$ cat src/rtl/sfc_pkg.sv
// Shared register addresses and status bit positions for the serial FIFO controller.
package sfc_pkg;
    localparam logic [2:0] A_TXD  = 3'd0;
    localparam logic [2:0] A_RXD  = 3'd1;
    localparam logic [2:0] A_STAT = 3'd2;
    localparam logic [2:0] A_EN   = 3'd3;
    localparam logic [2:0] A_THR  = 3'd4;
    localparam logic [2:0] A_LVL  = 3'd5;
    // error vector order inside the status register, starting at bit 2
    localparam int E_TXU  = 0;
    localparam int E_TXO  = 1;
    localparam int E_RXO  = 2;
    localparam int E_RXU  = 3;
    localparam int E_SYNC = 4;
    localparam int NERR   = 5;
    localparam int NSRC   = NERR + 2;
endpackage

$ cat src/rtl/sfc_fifo.sv
// Synchronous FIFO with head-of-queue output.
// Assumes: a push into a full queue and a pop from an empty queue are ignored here;
// the caller flags them as errors.
module sfc_fifo #(
    parameter int W     = 32,
    parameter int DEPTH = 16,
    localparam int AW   = $clog2(DEPTH),
    localparam int CW   = $clog2(DEPTH + 1)
) (
    input  logic          clk,
    input  logic          rst_n,
    input  logic          push,
    input  logic          pop,
    input  logic [W-1:0]  wdata,
    output logic [W-1:0]  head,
    output logic [CW-1:0] count,
    output logic          full,
    output logic          empty
);
    logic [W-1:0]  mem [DEPTH];
    logic [AW-1:0] wptr, rptr;
    logic          do_push, do_pop;

    assign full    = (count == CW'(DEPTH));
    assign empty   = (count == '0);
    assign do_push = push && !full;
    assign do_pop  = pop && !empty;
    assign head    = mem[rptr];

    // storage write; memory needs no reset
    always_ff @(posedge clk) begin
        if (do_push) mem[wptr] <= wdata;
    end

    // pointer and level bookkeeping
    always_ff @(posedge clk) begin
        if (!rst_n) begin
            wptr  <= '0;
            rptr  <= '0;
            count <= '0;
        end else begin
            if (do_push) wptr <= (wptr == AW'(DEPTH - 1)) ? '0 : wptr + 1'b1;
            if (do_pop)  rptr <= (rptr == AW'(DEPTH - 1)) ? '0 : rptr + 1'b1;
            count <= count + CW'(do_push) - CW'(do_pop);
        end
    end

    AST_NO_OVERFLOW: assert property (@(posedge clk) disable iff (!rst_n)
        count <= CW'(DEPTH));
    AST_FULL_PUSH_HOLDS: assert property (@(posedge clk) disable iff (!rst_n)
        full && push && !pop |=> full);
endmodule

$ cat src/rtl/sfc_dreq.sv
// Data request flag: follows the request condition with one cycle of delay,
// and drops for one cycle after a DMA acknowledge.
module sfc_dreq (
    input  logic clk,
    input  logic rst_n,
    input  logic req,
    input  logic dack,
    output logic flag
);
    // register the request, cancelled by an acknowledge
    always_ff @(posedge clk) begin
        if (!rst_n) flag <= 1'b0;
        else        flag <= req && !dack;
    end

    AST_ACK_DROPS: assert property (@(posedge clk) disable iff (!rst_n)
        dack |=> !flag);
    AST_FOLLOWS_REQ: assert property (@(posedge clk) disable iff (!rst_n)
        !req |=> !flag);
endmodule

$ cat src/rtl/sfc_slot.sv
// Frame slot counter: fsync marks slot 0, each word strobe advances, saturating at SLOTS.
// Assumes: a sync pulse is legal only when the counter sits at SLOTS.
module sfc_slot #(
    parameter int SLOTS = 4,
    localparam int SW   = $clog2(SLOTS + 1)
) (
    input  logic          clk,
    input  logic          rst_n,
    input  logic          strobe,
    input  logic          sync,
    output logic          err,
    output logic [SW-1:0] cnt
);
    assign err = sync && (cnt != SW'(SLOTS));

    // realign on sync, otherwise count words up to the terminal value
    always_ff @(posedge clk) begin
        if (!rst_n)                         cnt <= SW'(SLOTS);
        else if (sync)                      cnt <= '0;
        else if (strobe && cnt != SW'(SLOTS)) cnt <= cnt + 1'b1;
    end

    AST_SYNC_REALIGN: assert property (@(posedge clk) disable iff (!rst_n)
        sync |=> cnt == '0);
endmodule

$ cat src/rtl/sfc_status.sv
// Sticky error bits with write-1-to-clear, and the masked interrupt reduction.
// Assumes: set and clear arrive as one-cycle pulses; set wins over clear.
module sfc_status #(
    parameter int NE = 5,
    localparam int NS = NE + 2
) (
    input  logic          clk,
    input  logic          rst_n,
    input  logic [NE-1:0] set,
    input  logic [NE-1:0] clr,
    input  logic [1:0]    flags,
    input  logic [NS-1:0] en,
    output logic [NE-1:0] err,
    output logic          irq
);
    for (genvar i = 0; i < NE; i++) begin : g_bit
        // one sticky bit: set has priority over a same-cycle clear
        always_ff @(posedge clk) begin
            if (!rst_n)      err[i] <= 1'b0;
            else if (set[i]) err[i] <= 1'b1;
            else if (clr[i]) err[i] <= 1'b0;
        end

        AST_STICKY: assert property (@(posedge clk) disable iff (!rst_n)
            err[i] && !clr[i] |=> err[i]);
        AST_SET_WINS: assert property (@(posedge clk) disable iff (!rst_n)
            set[i] |=> err[i]);
    end

    // interrupt: any enabled source that is active
    always_comb irq = |({err, flags} & en);
endmodule

$ cat src/rtl/serial_fifo_ctrl.sv
// Serial port FIFO controller: register decode, transmit and receive queues,
// error recovery actions, request flags and interrupt.
// Assumes: one bus access per cycle; bus_rdata is combinational; ser_word moves one
// transmit word out and one receive word in during the same cycle.
module serial_fifo_ctrl
    import sfc_pkg::*;
#(
    parameter int W     = 32,
    parameter int DEPTH = 16,
    parameter int SLOTS = 4,
    localparam int CW   = $clog2(DEPTH + 1)
) (
    input  logic         clk,
    input  logic         rst_n,
    input  logic         bus_sel,
    input  logic         bus_wr,
    input  logic [2:0]   bus_addr,
    input  logic [W-1:0] bus_wdata,
    output logic [W-1:0] bus_rdata,
    output logic         tx_dreq,
    input  logic         tx_dack,
    output logic         rx_dreq,
    input  logic         rx_dack,
    input  logic         ser_word,
    input  logic [W-1:0] ser_rx_data,
    output logic [W-1:0] ser_tx_data,
    input  logic         fsync,
    output logic         irq
);
    localparam int SW = $clog2(SLOTS + 1);

    logic            wr_tx, rd_rx, wr_stat, wr_en, wr_thr;
    logic [W-1:0]    tx_head, rx_head, last_rd;
    logic [CW-1:0]   tx_cnt, rx_cnt, tx_thr, rx_thr;
    logic            tx_full, tx_empty, rx_full, rx_empty;
    logic [NSRC-1:0] irq_en;
    logic [NERR-1:0] err_set, err_clr, err;
    logic            sync_err;
    logic [SW-1:0]   slot_cnt;

    // access decode
    always_comb begin
        wr_tx   = bus_sel &&  bus_wr && bus_addr == A_TXD;
        rd_rx   = bus_sel && !bus_wr && bus_addr == A_RXD;
        wr_stat = bus_sel &&  bus_wr && bus_addr == A_STAT;
        wr_en   = bus_sel &&  bus_wr && bus_addr == A_EN;
        wr_thr  = bus_sel &&  bus_wr && bus_addr == A_THR;
    end

    sfc_fifo #(.W(W), .DEPTH(DEPTH)) u_txq (
        .clk(clk), .rst_n(rst_n), .push(wr_tx), .pop(ser_word), .wdata(bus_wdata),
        .head(tx_head), .count(tx_cnt), .full(tx_full), .empty(tx_empty));

    sfc_fifo #(.W(W), .DEPTH(DEPTH)) u_rxq (
        .clk(clk), .rst_n(rst_n), .push(ser_word), .pop(rd_rx), .wdata(ser_rx_data),
        .head(rx_head), .count(rx_cnt), .full(rx_full), .empty(rx_empty));

    sfc_slot #(.SLOTS(SLOTS)) u_slot (
        .clk(clk), .rst_n(rst_n), .strobe(ser_word), .sync(fsync),
        .err(sync_err), .cnt(slot_cnt));

    // serial output word: refreshed from the queue, held on underrun
    always_ff @(posedge clk) begin
        if (!rst_n)                    ser_tx_data <= '0;
        else if (ser_word && !tx_empty) ser_tx_data <= tx_head;
    end

    // last word taken from the receive queue, replayed on underrun
    always_ff @(posedge clk) begin
        if (!rst_n)                 last_rd <= '0;
        else if (rd_rx && !rx_empty) last_rd <= rx_head;
    end

    // control registers: enable mask and thresholds
    always_ff @(posedge clk) begin
        if (!rst_n) begin
            irq_en <= '0;
            tx_thr <= '0;
            rx_thr <= CW'(1);
        end else begin
            if (wr_en) irq_en <= bus_wdata[NSRC-1:0];
            if (wr_thr) begin
                tx_thr <= bus_wdata[CW-1:0];
                rx_thr <= bus_wdata[8 +: CW];
            end
        end
    end

    // error events and write-1 clears
    always_comb begin
        err_set         = '0;
        err_set[E_TXU]  = ser_word && tx_empty;
        err_set[E_TXO]  = wr_tx && tx_full;
        err_set[E_RXO]  = ser_word && rx_full;
        err_set[E_RXU]  = rd_rx && rx_empty;
        err_set[E_SYNC] = sync_err;
        err_clr         = wr_stat ? bus_wdata[2 +: NERR] : '0;
    end

    sfc_dreq u_txreq (.clk(clk), .rst_n(rst_n), .req(tx_cnt <= tx_thr),
        .dack(tx_dack), .flag(tx_dreq));
    sfc_dreq u_rxreq (.clk(clk), .rst_n(rst_n), .req(rx_cnt >= rx_thr),
        .dack(rx_dack), .flag(rx_dreq));

    sfc_status #(.NE(NERR)) u_stat (
        .clk(clk), .rst_n(rst_n), .set(err_set), .clr(err_clr),
        .flags({rx_dreq, tx_dreq}), .en(irq_en), .err(err), .irq(irq));

    // read data multiplexer
    always_comb begin
        bus_rdata = '0;
        case (bus_addr)
            A_RXD:  bus_rdata = rx_empty ? last_rd : rx_head;
            A_STAT: bus_rdata = W'({err, rx_dreq, tx_dreq});
            A_EN:   bus_rdata = W'(irq_en);
            A_THR:  bus_rdata = W'(tx_thr) | (W'(rx_thr) << 8);
            A_LVL:  bus_rdata = W'(tx_cnt) | (W'(rx_cnt) << 8);
            default: bus_rdata = '0;
        endcase
    end

    AST_UNDERRUN_HOLDS: assert property (@(posedge clk) disable iff (!rst_n)
        ser_word && tx_empty |=> $stable(ser_tx_data));
    AST_OVERRUN_KEEPS_LEVEL: assert property (@(posedge clk) disable iff (!rst_n)
        wr_tx && tx_full && !ser_word |=> tx_cnt == CW'(DEPTH));
    AST_IRQ_NEEDS_EN: assert property (@(posedge clk) disable iff (!rst_n)
        irq_en == '0 |-> !irq);
    AST_SLOT_BOUNDED: assert property (@(posedge clk) disable iff (!rst_n)
        slot_cnt <= SW'(SLOTS));
endmodule

$ cat config.mk
export PLATFORM = sky130hd
export DESIGN_NAME = serial_fifo_ctrl
export DESIGN_NICKNAME = d
export VERILOG_FILES = /design/src/rtl/sfc_pkg.sv /design/src/rtl/sfc_fifo.sv /design/src/rtl/sfc_dreq.sv /design/src/rtl/sfc_slot.sv /design/src/rtl/sfc_status.sv /design/src/rtl/serial_fifo_ctrl.sv
export SDC_FILE = /design/constraint.sdc
export NUM_CORES = 1
export LEC_CHECK = 0
export BUFFER_PORTS_ARGS = -buffer_cell sky130_fd_sc_hd__buf_4
export CAP_MARGIN = 20
export CORE_MARGIN = 1
export CORE_UTILIZATION = 55
export CTS_BUF_LIST = sky130_fd_sc_hd__clkbuf_4 sky130_fd_sc_hd__clkbuf_8 sky130_fd_sc_hd__clkbuf_16
export DETAILED_ROUTE_END_ITERATION = 7
export GPL_TIMING_DRIVEN = 1
export PLACE_DENSITY = 0.72
export REMOVE_ABC_BUFFERS = 1
export SYNTH_ARGS = -nofsm -noshare
export SYNTH_HDL_FRONTEND = slang
export SYNTH_SLANG_ARGS = --single-unit
$ cat constraint.sdc
create_clock -name clk -period 4.7 [get_ports clk]
set_input_delay 0.47 -clock clk [delete_from_list [all_inputs] [get_ports clk]]
set_output_delay 0.47 -clock clk [all_outputs]
set_load 0.01 [all_outputs]
==> summary.log <==
[status] status completed
[sta] total negative setup slack 0 ns
[sta] max-slew headroom at the worst pin 0.2555
[floorplanning] row cnt 103
[sta] worst setup skew after layout 0.02569 ns
[placement] Post-DP HPWL 58.45 mm
[logic_synthesis] area share of the leading cell type in the synthesized netlist 0.6909
[route] number of search-and-repair iterations in the first detailed-routing pass 5
[worst_setup_path] Reg2Reg Setup Slack 1.37 ns
[route] Detail Route Antenna Nets 0
[power] sequential power share 0.508
[logic_synthesis] dominant cells by area after synthesis edfxtp_1, mux4_2, dfxtp_1
[floorplanning] width of the die 286.5 µm
[power] clock network fraction of design power 0.399
[route] detailed-route via count 23270
[clocking] clock tree sinks 1145
[floorplanning] standard cell core area 79520 µm²
[sta] post-layout min period 3.984 ns
[logic_synthesis] main combinational cell family by area after synthesis multiplexers
[logic_synthesis] part of the Yosys area used for sequential elements 0.7453
[worst_setup_path] Worst EP required 4.23 ns
[route] Initial DRC Count 2023
[logic_synthesis] most numerous cell in the Yosys netlist edfxtp_1
[global_routing] global router's overall resource usage 0.2485
[logic_synthesis] Yosys cell types 61
[power] Peak VDD IR 0.0003517 V
[logic_synthesis] count of yosys warnings during synthesis 0
[cells_and_area] final cell count without fillers 3730
[route] wire length per cell after detailed routing 27.11 µm
[logic_synthesis] most used flip-flop cell after synthesis edfxtp_1
[cells_and_area] area of the multi-input gates 10890 µm²
[route] average via count per standard cell 6.239
[power] Lkg Pwr 16.56 nW
[route] Total Routed Length 101.1 mm
[logic_synthesis] fraction of the mapped netlist area in adder cells 0.01018
[worst_setup_path] crit path cell chain inv_1, ha_1, nor4b_2, buf_4, or3_1, buf_4, nor3_1, a221o_1, buf_4
[clocking] clock-pin slew reported for the worst setup and hold paths after clock tree synthesis 0.06 ns
[logic_synthesis] Yosys top cell by area edfxtp_1
[job] number of maximum-capacitance constraint violations 0
[power] cell area power density 449.0 nW/µm²
[sta] maximum clock frequency 251.0 MHz
[cells_and_area] Synth-to-Final Area Change 14.48%
[logic_synthesis] fraction of synthesized area in multiplexers 0.1377
[clocking] number of buffers on the longest clock path 3
[cells_and_area] sequential cell area 33190 µm²
[sta] count of final setup violators 0
[worst_setup_path] critical path launch point type flip-flop
[worst_setup_path] slowest stage delay, CP 0.79 ns
[clocking] total clock buffers created by CTS 111
[logic_synthesis] cell count after synthesis 2401
[logic_synthesis] share of synthesized cell area in and, or, nand and nor gates 0.03896
[global_routing] via count of the first global-routing pass 24190
[logic_synthesis] leading post-synthesis cells by instance count edfxtp_1, mux4_2, mux2_2
[route] DR DRC count 0
[floorplanning] height of the die 286.5 µm
[worst_setup_path] class of the most critical setup path flip-flop to output port
[placement] number of instances in the placed design 3516
[global_routing] remaining global-route overflow 0
[placement] count of input and output buffers 141
[sta] Final Max Tran Viols 0
[logic_synthesis] combined area of all synthesized cells 44510 µm²
[worst_hold_path] hold crit path type input port to flip-flop
[floorplanning] number of I/O pins 142
[logic_synthesis] XOR/XNOR share of the synthesized area 0.002361
[global_routing] wire length of the first global-routing pass 150.9 mm
[placement] routability congestion estimate 0.8357
[global_routing] number of antenna violations at the first check in global routing 4
[sta] slew at the pin closest to its max-slew limit 1.117 ns
[logic_synthesis] mean instance size in the synthesized netlist 18.54 µm²
[global_routing] maximum number of pins on one net before global-route repair 76
[cells_and_area] ratio of cells with drive above 1 in the final layout 0.2926
[logic_synthesis] count of state elements after synthesis 1145
[clocking] maximum level of the CTS H-tree 3
[clocking] Clock Root Buffer clkbuf_16
[power] Switching Power 5.142 mW
[worst_setup_path] highest fanout seen on the critical path 19
[worst_setup_path] CP max stage cell or3_1
[cells_and_area] count of fill cells added during filler insertion 5292
[clocking] later-pin clock latency in the skew report 0.67 ns
[clocking] TritonCTS clock tree built
[cells_and_area] number of nets at the end of the flow 2691
[power] Int Pwr 17.74 mW
[sta] Final Cycle Share 0.8476
[logic_synthesis] count of flip-flops with a built-in enable after synthesis 1024
[sta] worst hold margin 0.03482 ns
[logic_synthesis] complex-gate fraction of the synthesized area 0.04998
[power] Comb pwr share 0.094
[worst_setup_path] most frequent CP cell buf_4
[floorplanning] die area 82070 µm²
[logic_synthesis] asr flop ratio synth 0
[worst_setup_path] arrival time of data at the critical path endpoint 3.51 ns
[floorplanning] effective utilization at floorplan 0.5597
[power] Switching Share 0.2248
[sta] unrepaired setup endpoints after global routing no
[worst_setup_path] kind of end point of the critical path output port
[sta] Final Hold Violating Endpoints 0
worst paths after layout:
check | end | from | cells past startpoint
hold reg to reg | last_rd[1]$_SDFFE_PN0P_ | last_rd[1]$_SDFFE_PN0P_ | 1
hold / removal | u_slot.cnt[2]$_SDFFE_PN1P_ | fsync | 2
setup / recovery | bus_rdata[31] | u_rxq.count[2]$_SDFF_PN0_ | 9
setup reg to reg | u_rxq.mem[6][12]$_DFFE_PP_ | u_rxq.count[2]$_SDFF_PN0_ | 7
state kept, by name, indices dropped and copies added, names as in the netlist, 5 cells and up, named ones only:
name         cells
last_rd         32
ser_tx_data     32
rx_thr           5
u_txq.mem      512
u_stat.err       5
irq_en           7
u_txq.count      5
u_rxq.mem      512
tx_thr           5
u_rxq.count      5
worst max-delay path: cells and delay by family, from the launching register on:
| family | cells | cell delay, ns |
|---|---|---|
| buffers and inverters | 4 | 0.92 |
| adder cells (fa/ha/maj) | 1 | 0.18 |
| AND/OR/NAND/NOR | 3 | 1.08 |
| flip-flops | 1 | 0.34 |
| AO/OA/AOI/OAI | 1 | 0.33 |
per-stage QoR:
stage                     total power, mW  cell area (µm²)    util  setup slack (ns)
after floorplan                     13.18            43930       -            -1.962
after global placement              13.90            47090  0.5923             1.374
after detailed placement            13.98            47120  0.5926             1.340
after CTS                           23.00            50950  0.6408            0.7013
after global routing                23.61            50950  0.6408            0.5441
final                               22.88            50950  0.6408            0.7163
layer usage:
metal	global-route usage	wire, µm	up-vias	share of wire
li1	-	-	10100	-
met2	0.4342	52780	918	0.52
met4	0.07580	2700	4	0.027
met5	0	25	-	0.00025
met3	0.04102	6431	197	0.064
met1	0.3197	39190	12050	0.39
cell usage in the layout, fill, tap and decap left out, types with 5 or more instances in the layout:
master	synthesis	final
clkbuf_16	0	112
buf_12	0	5
xnor2_1	7	7
nor3_2	1	10
o21ai_0	23	23
o22ai_1	92	92
nand2_1	86	86
edfxtp_1	1024	1024
nor2_4	0	25
nand2b_1	10	8
ha_1	33	33
mux2_2	167	167
nor3_1	73	64
dfxtp_1	121	116
and2_1	12	12
dfxtp_4	0	5
clkinv_2	0	23
clkbuf_4	0	23
buf_4	1	198
o22a_1	6	6
nand3_1	41	41
nor2_1	71	46
mux4_2	174	174
bufinv_16	0	14
a21o_1	14	14
a211o_1	21	21
clkinvlp_4	0	5
mux2i_1	33	33
clkinv_1	0	22
nor2b_1	32	32
a21oi_1	27	27
a22oi_1	81	81
a221o_1	20	20
xor2_1	5	5
clkbuf_8	0	6
inv_1	29	29
a21boi_0	8	8
kinds of logic (layout without fill, tap and decap cells):
| logic type | after synthesis | in the layout |
|---|---|---|
| and+or+nand+nor | 353 | 353 |
| muxes | 374 | 374 |
| AOI/OAI and AO/OA | 314 | 314 |
| buffers and inverters | 168 | 446 |
| other | 0 | 1 |
| adders and majority gates | 35 | 35 |
| xor gates and xnor gates | 12 | 12 |
| DFF | 1145 | 1145 |
power groups by stage:
stage / Combinational [mW] / Sequential, mW / Clock (mW)
5_1_grt: 2.32 / 11.6 / 9.64
2_1_floorplan: 1.31 / 11.9 / 0
6_report: 2.14 / 11.6 / 9.12
4_1_cts: 2.16 / 11.6 / 9.22
3_3_place_gp: 2.09 / 11.8 / 0
3_5_place_dp: 2.15 / 11.8 / 0
final cells by class:
class	instances	area share
Clock inverter	70	0.01473
Sequential cell	1145	0.6514
Antenna cell	1	0.00004911
Inverter	29	0.002136
Clock buffer	141	0.06002
Tap cell	1050	0.02578
Multi-Input combinational cell	1088	0.2138
Timing Repair Buffer	206	0.03207
repair_timing:
| item | 4_1_cts | 5_1_grt |
|---|---|---|
| buffers inserted | 0 | 0 |
| hold buffers | 2 | 0 |
| hold endpoints to repair | 2 | 0 |
| resized for setup | 0 | 0 |
| endpoints found under the setup margin | 0 | 0 |
No activity file was read; power rests on OpenSTA's default activity.
